--- config.mk ---
export PLATFORM = sky130hd
export DESIGN_NAME = eeprom_seq
export DESIGN_NICKNAME = d
export VERILOG_FILES = /design/src/rtl/eeprom_seq_pkg.sv /design/src/rtl/eeprom_seq_timer.sv /design/src/rtl/eeprom_seq_evt.sv /design/src/rtl/eeprom_seq.sv
export SDC_FILE = /design/constraint.sdc
export NUM_CORES = 1
export LEC_CHECK = 0
export BUFFER_PORTS_ARGS = -buffer_cell sky130_fd_sc_hd__buf_2
export CAP_MARGIN = 20
export CORE_MARGIN = 2
export CORE_UTILIZATION = 55
export DETAILED_ROUTE_END_ITERATION = 16
export PLACE_DENSITY_LB_ADDON = 0.25
export SYNTH_ARGS = -nofsm -noshare
export SYNTH_HDL_FRONTEND = slang
export SYNTH_HIERARCHICAL = 1
export SYNTH_SLANG_ARGS = --single-unit
export TNS_END_PERCENT = 20
--- constraint.sdc ---
create_clock -name clk -period 4.9 [get_ports clk]
set_clock_uncertainty 0.15 [all_clocks]
set_input_delay 0.49 -clock clk [delete_from_list [all_inputs] [get_ports clk]]
set_output_delay 0.49 -clock clk [all_outputs]
set_load 0.03 [all_outputs]
--- src/rtl/eeprom_seq_pkg.sv ---
package eeprom_seq_pkg;

  typedef enum logic [2:0] {
    S_IDLE,   // waiting for a request
    S_AWR,    // address and data write words
    S_TXW,    // waiting for transmit queue to drain
    S_RCMD,   // one read word
    S_RXW,    // waiting for the read byte
    S_RXO,    // offering the read byte downstream
    S_WCW     // post-write commit wait
  } seq_state_t;

  localparam logic [4:0] E_OK        = 5'h00;
  localparam logic [4:0] E_ADDR_NACK = 5'h01;
  localparam logic [4:0] E_DATA_NACK = 5'h02;
  localparam logic [4:0] E_TIMEOUT   = 5'h08;
  localparam logic [4:0] E_ABORT     = 5'h10;

  // data NACK outranks address NACK; an abort with neither is generic
  function automatic logic [4:0] abort_code(input logic nack_data, input logic nack_addr);
    if (nack_data)      return E_DATA_NACK;
    else if (nack_addr) return E_ADDR_NACK;
    else                return E_ABORT;
  endfunction

  function automatic logic [7:0] addr_byte(input logic [15:0] mem, input logic low);
    return low ? mem[7:0] : mem[15:8];
  endfunction

  // last word of the address/data phase of a request
  function automatic logic wr_phase_last(input logic is_rd, input logic [1:0] ph,
                                         input logic zero_left, input logic one_left);
    if (is_rd) return ph == 2'd1;
    return (ph == 2'd1 && zero_left) || (ph == 2'd2 && one_left);
  endfunction

endpackage

--- src/rtl/eeprom_seq_timer.sv ---
module eeprom_seq_timer #(
  parameter int W = 8
) (
  input  logic         clk,
  input  logic         rst_n,
  input  logic         load,
  input  logic [W-1:0] load_val,
  output logic         expired
);
  logic [W-1:0] cnt_q;

  always_ff @(posedge clk or negedge rst_n) begin
    if (!rst_n)              cnt_q <= '0;
    else if (load)           cnt_q <= load_val;
    else if (cnt_q != '0)    cnt_q <= cnt_q - 1'b1;
  end

  assign expired = (cnt_q == '0);
endmodule

--- src/rtl/eeprom_seq_evt.sv ---
module eeprom_seq_evt
  import eeprom_seq_pkg::*;
(
  input  logic       in_txw,
  input  logic       in_rxw,
  input  logic       tx_empty,
  input  logic       rx_ne,
  input  logic       abort,
  input  logic       nack_a,
  input  logic       nack_d,
  input  logic       expired,
  output logic       fin,
  output logic [4:0] code,
  output logic       clr,
  output logic       pop
);
  always_comb begin
    fin  = 1'b0;
    code = E_OK;
    clr  = 1'b0;
    pop  = 1'b0;
    if (in_txw) begin
      if (tx_empty) begin
        fin = 1'b1;
        if (abort) begin
          code = abort_code(nack_d, nack_a);
          clr  = 1'b1;
        end
      end else if (expired) begin
        fin  = 1'b1;
        code = E_TIMEOUT;
      end
    end else if (in_rxw) begin
      if (abort && nack_a) begin
        fin  = 1'b1;
        code = E_ADDR_NACK;
        clr  = 1'b1;
      end else if (rx_ne) begin
        pop = 1'b1;
      end else if (expired) begin
        fin  = 1'b1;
        code = E_TIMEOUT;
      end
    end
  end
endmodule

--- src/rtl/eeprom_seq.sv ---
module eeprom_seq
  import eeprom_seq_pkg::*;
#(
  parameter int LEN_W    = 8,
  parameter int TMO_CYC  = 2000000,
  parameter int WCYC_CYC = 1000000
) (
  input  logic             clk,
  input  logic             rst_n,
  input  logic             req_valid,
  output logic             req_ready,
  input  logic             req_rd,
  input  logic [6:0]       req_dev,
  input  logic [15:0]      req_mem,
  input  logic [LEN_W-1:0] req_len,
  input  logic             wd_valid,
  output logic             wd_ready,
  input  logic [7:0]       wd_data,
  output logic             rd_valid,
  input  logic             rd_ready,
  output logic [7:0]       rd_data,
  output logic             cmd_valid,
  input  logic             cmd_ready,
  output logic [7:0]       cmd_data,
  output logic             cmd_read,
  output logic             cmd_restart,
  output logic             cmd_stop,
  output logic [6:0]       cmd_target,
  input  logic             m_tx_empty,
  input  logic             m_rx_ne,
  input  logic [7:0]       m_rx_data,
  output logic             m_rx_pop,
  input  logic             m_abort,
  input  logic             m_nack_addr,
  input  logic             m_nack_data,
  output logic             m_clr,
  output logic             done,
  output logic [4:0]       done_err
);
  localparam int TMAX = (TMO_CYC > WCYC_CYC) ? TMO_CYC : WCYC_CYC;
  localparam int TW   = $clog2(TMAX + 1);
  localparam logic [TW-1:0] TMO_LD  = TW'(TMO_CYC);
  localparam logic [TW-1:0] WCYC_LD = TW'(WCYC_CYC);
  localparam logic [LEN_W-1:0] ONE  = LEN_W'(1);

  seq_state_t       state_q, state_d;
  logic             rd_q;
  logic [6:0]       dev_q;
  logic [15:0]      mem_q;
  logic [LEN_W-1:0] rem_q;
  logic [1:0]       ph_q;
  logic             first_q;
  logic [7:0]       hold_q;
  logic             done_q;
  logic [4:0]       err_q;

  // named internal events
  logic       in_awr, in_rcmd, in_cmd, wr_last, cmd_fire, cmd_tmo;
  logic       ev_fin, ev_clr, ev_pop, expired, tmr_load;
  logic [4:0] ev_code;
  logic       fin;
  logic [4:0] fin_code;
  logic [TW-1:0] tmr_val;

  assign in_awr  = (state_q == S_AWR);
  assign in_rcmd = (state_q == S_RCMD);
  assign in_cmd  = in_awr | in_rcmd;
  assign wr_last = wr_phase_last(rd_q, ph_q, rem_q == '0, rem_q == ONE);

  assign cmd_valid   = in_rcmd | (in_awr & ((ph_q != 2'd2) | wd_valid));
  assign cmd_data    = in_awr ? ((ph_q == 2'd2) ? wd_data : addr_byte(mem_q, ph_q[0])) : 8'h00;
  assign cmd_read    = in_rcmd;
  assign cmd_restart = in_rcmd & first_q;
  assign cmd_stop    = in_rcmd ? (rem_q == ONE) : (in_awr & ~rd_q & wr_last);
  assign cmd_target  = dev_q;
  assign wd_ready    = in_awr & (ph_q == 2'd2) & cmd_ready;
  assign cmd_fire    = cmd_valid & cmd_ready;
  assign cmd_tmo     = in_cmd & cmd_valid & ~cmd_ready & expired;

  assign req_ready = (state_q == S_IDLE);
  assign rd_valid  = (state_q == S_RXO);
  assign rd_data   = hold_q;
  assign m_rx_pop  = ev_pop;
  assign m_clr     = ev_clr;
  assign done      = done_q;
  assign done_err  = err_q;

  eeprom_seq_evt i_evt (
    .in_txw   (state_q == S_TXW),
    .in_rxw   (state_q == S_RXW),
    .tx_empty (m_tx_empty),
    .rx_ne    (m_rx_ne),
    .abort    (m_abort),
    .nack_a   (m_nack_addr),
    .nack_d   (m_nack_data),
    .expired  (expired),
    .fin      (ev_fin),
    .code     (ev_code),
    .clr      (ev_clr),
    .pop      (ev_pop)
  );

  always_comb begin
    state_d  = state_q;
    fin      = 1'b0;
    fin_code = E_OK;
    unique case (state_q)
      S_IDLE: if (req_valid) state_d = S_AWR;
      S_AWR: begin
        if (cmd_fire) begin
          if (wr_last) state_d = S_TXW;
        end else if (cmd_tmo) begin
          fin = 1'b1; fin_code = E_TIMEOUT;
        end
      end
      S_TXW: begin
        if (ev_fin) begin
          if (ev_code != E_OK || !rd_q || rem_q == '0) begin
            fin = 1'b1; fin_code = ev_code;
          end else begin
            state_d = S_RCMD;
          end
        end
      end
      S_RCMD: begin
        if (cmd_fire)     state_d = S_RXW;
        else if (cmd_tmo) begin fin = 1'b1; fin_code = E_TIMEOUT; end
      end
      S_RXW: begin
        if (ev_fin)      begin fin = 1'b1; fin_code = ev_code; end
        else if (ev_pop) state_d = S_RXO;
      end
      S_RXO: begin
        if (rd_ready) begin
          if (rem_q == ONE) begin fin = 1'b1; fin_code = E_OK; end
          else state_d = S_RCMD;
        end
      end
      S_WCW: if (expired) state_d = S_IDLE;
      default: state_d = S_IDLE;
    endcase
    if (fin) state_d = (!rd_q && fin_code == E_OK) ? S_WCW : S_IDLE;
  end

  assign tmr_load = (state_d != state_q) | cmd_fire | (in_cmd & ~cmd_valid);
  assign tmr_val  = (state_d == S_WCW) ? WCYC_LD : TMO_LD;

  eeprom_seq_timer #(.W(TW)) i_tmr (
    .clk      (clk),
    .rst_n    (rst_n),
    .load     (tmr_load),
    .load_val (tmr_val),
    .expired  (expired)
  );

  always_ff @(posedge clk or negedge rst_n) begin
    if (!rst_n) begin
      state_q <= S_IDLE;
      rd_q    <= 1'b0;
      dev_q   <= '0;
      mem_q   <= '0;
      rem_q   <= '0;
      ph_q    <= '0;
      first_q <= 1'b0;
      hold_q  <= '0;
      done_q  <= 1'b0;
      err_q   <= '0;
    end else begin
      state_q <= state_d;
      done_q  <= fin;
      if (fin) err_q <= fin_code;
      if (state_q == S_IDLE && req_valid) begin
        rd_q    <= req_rd;
        dev_q   <= req_dev;
        mem_q   <= req_mem;
        rem_q   <= req_len;
        ph_q    <= 2'd0;
        first_q <= 1'b1;
      end
      if (in_awr && cmd_fire) begin
        if (ph_q == 2'd2) rem_q <= rem_q - ONE;
        else              ph_q  <= ph_q + 2'd1;
      end
      if (in_rcmd && cmd_fire) first_q <= 1'b0;
      if (ev_pop) hold_q <= m_rx_data;
      if (state_q == S_RXO && rd_ready) rem_q <= rem_q - ONE;
    end
  end
endmodule

==> metrics.md <==
| Metric | Value |
|---|---|
| Status | finished clean |
| Die X | 92.4 um |
| First drt pass iteration count | 4 |
| Antenna cells | 0 |
| Ys async rst share | 1.00 |
| Crit path required time | ~5 ns |
| Final Hold Fails | 0 |
| Max-Slew Margin vs Limit | 0.366 |
| Final period utilization | 0.903 |
| Max IR drop VDD | 0.369 mV |
| Crit path DAT | 4.54 ns |
| Ys flop type | dfrtp_1 |
| H-tree depth | 3 |
| NumNets Final | 658 |
| Slowest stage cell on the critical path | dfrtp_1 |
| CTS Buf Count | 9 |
| Cell Area, Synth | 4290 um2 |
| Cell variety after synth | between 60 and 70 |
| Most common cell after layout, fill and taps aside | nand2_1 |
| Full die area | 8530 um2 |
| Clock latency on the worst-skew pair | 0.36 ns |
| Antenna-violating nets left | 0 |
| Port bufs | 96 |
| Remaining DRCs | 0 |
| Vias in the first global route | 3785 |
| Min Hold Slack | approximately 0.16 ns |
| Setup WS post-layout | 0.477 ns |
| Initial antenna violation count | 0 |
| Via count | between 3000 and 4000 |
| Total grt overflow | 0 |
| Cell Chain, Critical Path | inv_1, and3_1, and4bb_2, o2bb2ai_1, nor4_4, o2111ai_2, a211oi_4, inv_4, a211o_1, a222oi_1, nand3b_1, buf_4, or4_1, o221ai_1 |
| Fill count | ~650 |
| Setup Slack @ Placement | around 0.57 ns |
| Num ports | 97 |
| Seq/Total Area, Yosys | 0.425 |
| Max cap viols | 0 |
| CTS root buf | clkbuf_8 |
| Crit end category | flop |
| Post-synth EDFFs | 0 |
| Pin count of the biggest net entering global routing | 74 |
| Cts hold-fix bufs | 0 |
| Post-route minimum period | 4.42 ns |
| Via density | 5.50 |
| Post-DP HPWL | between 7000 and 8000 um |
| Final setup viols | 0 |
| Clk buf depth | 2 |
| Routed wire length per instance | 14.1 um |
| Final WL | 9910 um |
| Gpl congestion | 0.887 |
| # rows | 32 |
| Global-route wire length before repair | 16900 um |
| Least-Margin Pin Slew | 0.950 ns |
| Worst Path Max Fanout | 18 |
| Power Density | 624 nW/um2 |
| Syn Inst Count | 493 |
| Final Max Slew Viols | 0 |
| Ys Warns | 6 |
| Core ar. | 7650 um2 |
| Clock-pin slew on the worst setup and hold paths | 0.09 ns |
| Initial Util | 0.562 |
| Commonest cells after routing, fill and taps aside | nand2_1, buf_2, dfrtp_1 |
| CP Class | reg2reg |
| Post-cts resize count | 0 |
| Layout cell share with drive strength beyond 1 | 0.267 |
| Seq cells post-synth | 73 |
| TritonCTS clock tree | built |
| Final core occ | 0.669 |
| Total negative slack | 0 ns |
| Worst setup SP type | flop |
| Area grow syn2layout | 19.1% |
| Syn Area/Cell | 8.71 um2 |
| Die height | 92.4 um |
| GR Util All Layers | 0.247 |
| Clk sink count | 73 |
| Unrepaired setup endpoints after global routing | no |
| Max incr delay on CP | between 0.5 and 0.6 ns |
| Static leakage | 0.00241 uW |
| Max frequency | 226 MHz |
| Number of setup buffers added after CTS | 0 |
| DRT iter0 DRCs | 188 |
| Hold crit path type | in2reg |
-- kinds of logic after synthesis --
group / count (synthesis) / synth area share
other: 3 / 0.00262
AO/OA/AOI/OAI: 94 / 0.147
AND/OR/NAND/NOR: 247 / 0.293
multiplexers: 22 / 0.0548
adder cells (fa/ha/maj): 4 / 0.0117
flip-flops: 73 / 0.425
buffers and inverters: 36 / 0.0367
XOR/XNOR: 14 / 0.0286
-- final cells by class --
cell class              instances  area [um2]  area share
clock buffers                   9         124      0.0242
flip-flops and latches         73        1830       0.357
multi-input cells             395        2360       0.461
inverters                      11        43.8     0.00856
repair buffers                105         548       0.107
clock inverters                 7        90.1      0.0176
well taps                     102         128      0.0249
-- worst paths after layout --
kind                                    start             end  slack [ns]  depth (start not counted)
worst max-delay path               state_q[2]  i_tmr/cnt_q[7]        0.48                         14
worst min-delay path               req_dev[5]   cmd_target[5]        0.16                          3
worst max register to register     state_q[2]  i_tmr/cnt_q[7]        0.48                         14
worst min register to register  cmd_target[4]   cmd_target[4]        0.33                          2
max in group asynchronous               rst_n     done_err[1]        3.77                          2
min in group asynchronous               rst_n     done_err[0]        0.18                          2
-- sequential cells by signal (all words and copies together), names as in the netlist --
name,flops
cmd_target,7
first_q,1
done_err,5
rd_q,1
rd_data,8
done,1
state_q,3
rem_q,8
mem_q,16
ph_q,2
i_tmr/cnt_q,21
-- metrics by stage --
step                area, um2  std cells  total power (uW)
floorplan                4340        504              2270
global placement         4900        686              2620
detailed placement       4900        686              2680
CTS                      5120        702              3200
global route             5120        702              3460
finish                   5120        702              3190
-- worst max-delay path: cells and delay by family (launching register included) --
kind	cells	cell delay [ns]
buffers and inverters	3	0.51
AND/OR/NAND/NOR	5	1.44
flip-flops	1	0.56
AO/OA/AOI/OAI	6	1.67
-- synthesized netlist by cell type, types with 3 or more instances --
library cell | n | share of area
a22o_1 | 4 | 0.0082
mux2i_1 | 10 | 0.023
nand3b_1 | 4 | 0.0070
a21oi_1 | 28 | 0.033
nor2b_1 | 7 | 0.010
or4_1 | 3 | 0.0052
mux2_2 | 12 | 0.031
ha_1 | 4 | 0.012
a211o_1 | 3 | 0.0061
conb_1 | 3 | 0.0026
nand2_1 | 115 | 0.10
inv_1 | 10 | 0.0087
nor2_1 | 41 | 0.036
nor4_1 | 4 | 0.0058
a311oi_1 | 5 | 0.010
xnor2_1 | 10 | 0.020
nor3_1 | 17 | 0.020
clkbuf_1 | 17 | 0.015
o31ai_1 | 6 | 0.010
nor3_2 | 3 | 0.0070
or3_1 | 4 | 0.0058
or3b_2 | 3 | 0.0061
o21a_1 | 3 | 0.0052
dfrtp_1 | 73 | 0.43
nand4_1 | 4 | 0.0058
nand3_1 | 5 | 0.0058
o21ai_0 | 20 | 0.023
nand2b_1 | 11 | 0.016
buf_2 | 4 | 0.0047
xor2_1 | 4 | 0.0082
o21ai_1 | 5 | 0.0058
-- report_power, final --
group	internal (uW)	leakage, uW	switching [uW]
Combinational	601	0.00142	941
Clock	251	0.000111	265
Sequential	869	0.000883	264
Total	1720	0.00241	1470
-- metal layers --
layer	GRT usage	up-vias	share of wire
li1	-	1920	-
met1	0.319	1815	0.45
met2	0.406	116	0.48
met3	0.0724	11	0.064
met4	0.0697	0	0.011
met5	0	-	0
Note: power is estimated with default switching activity, not from simulation.
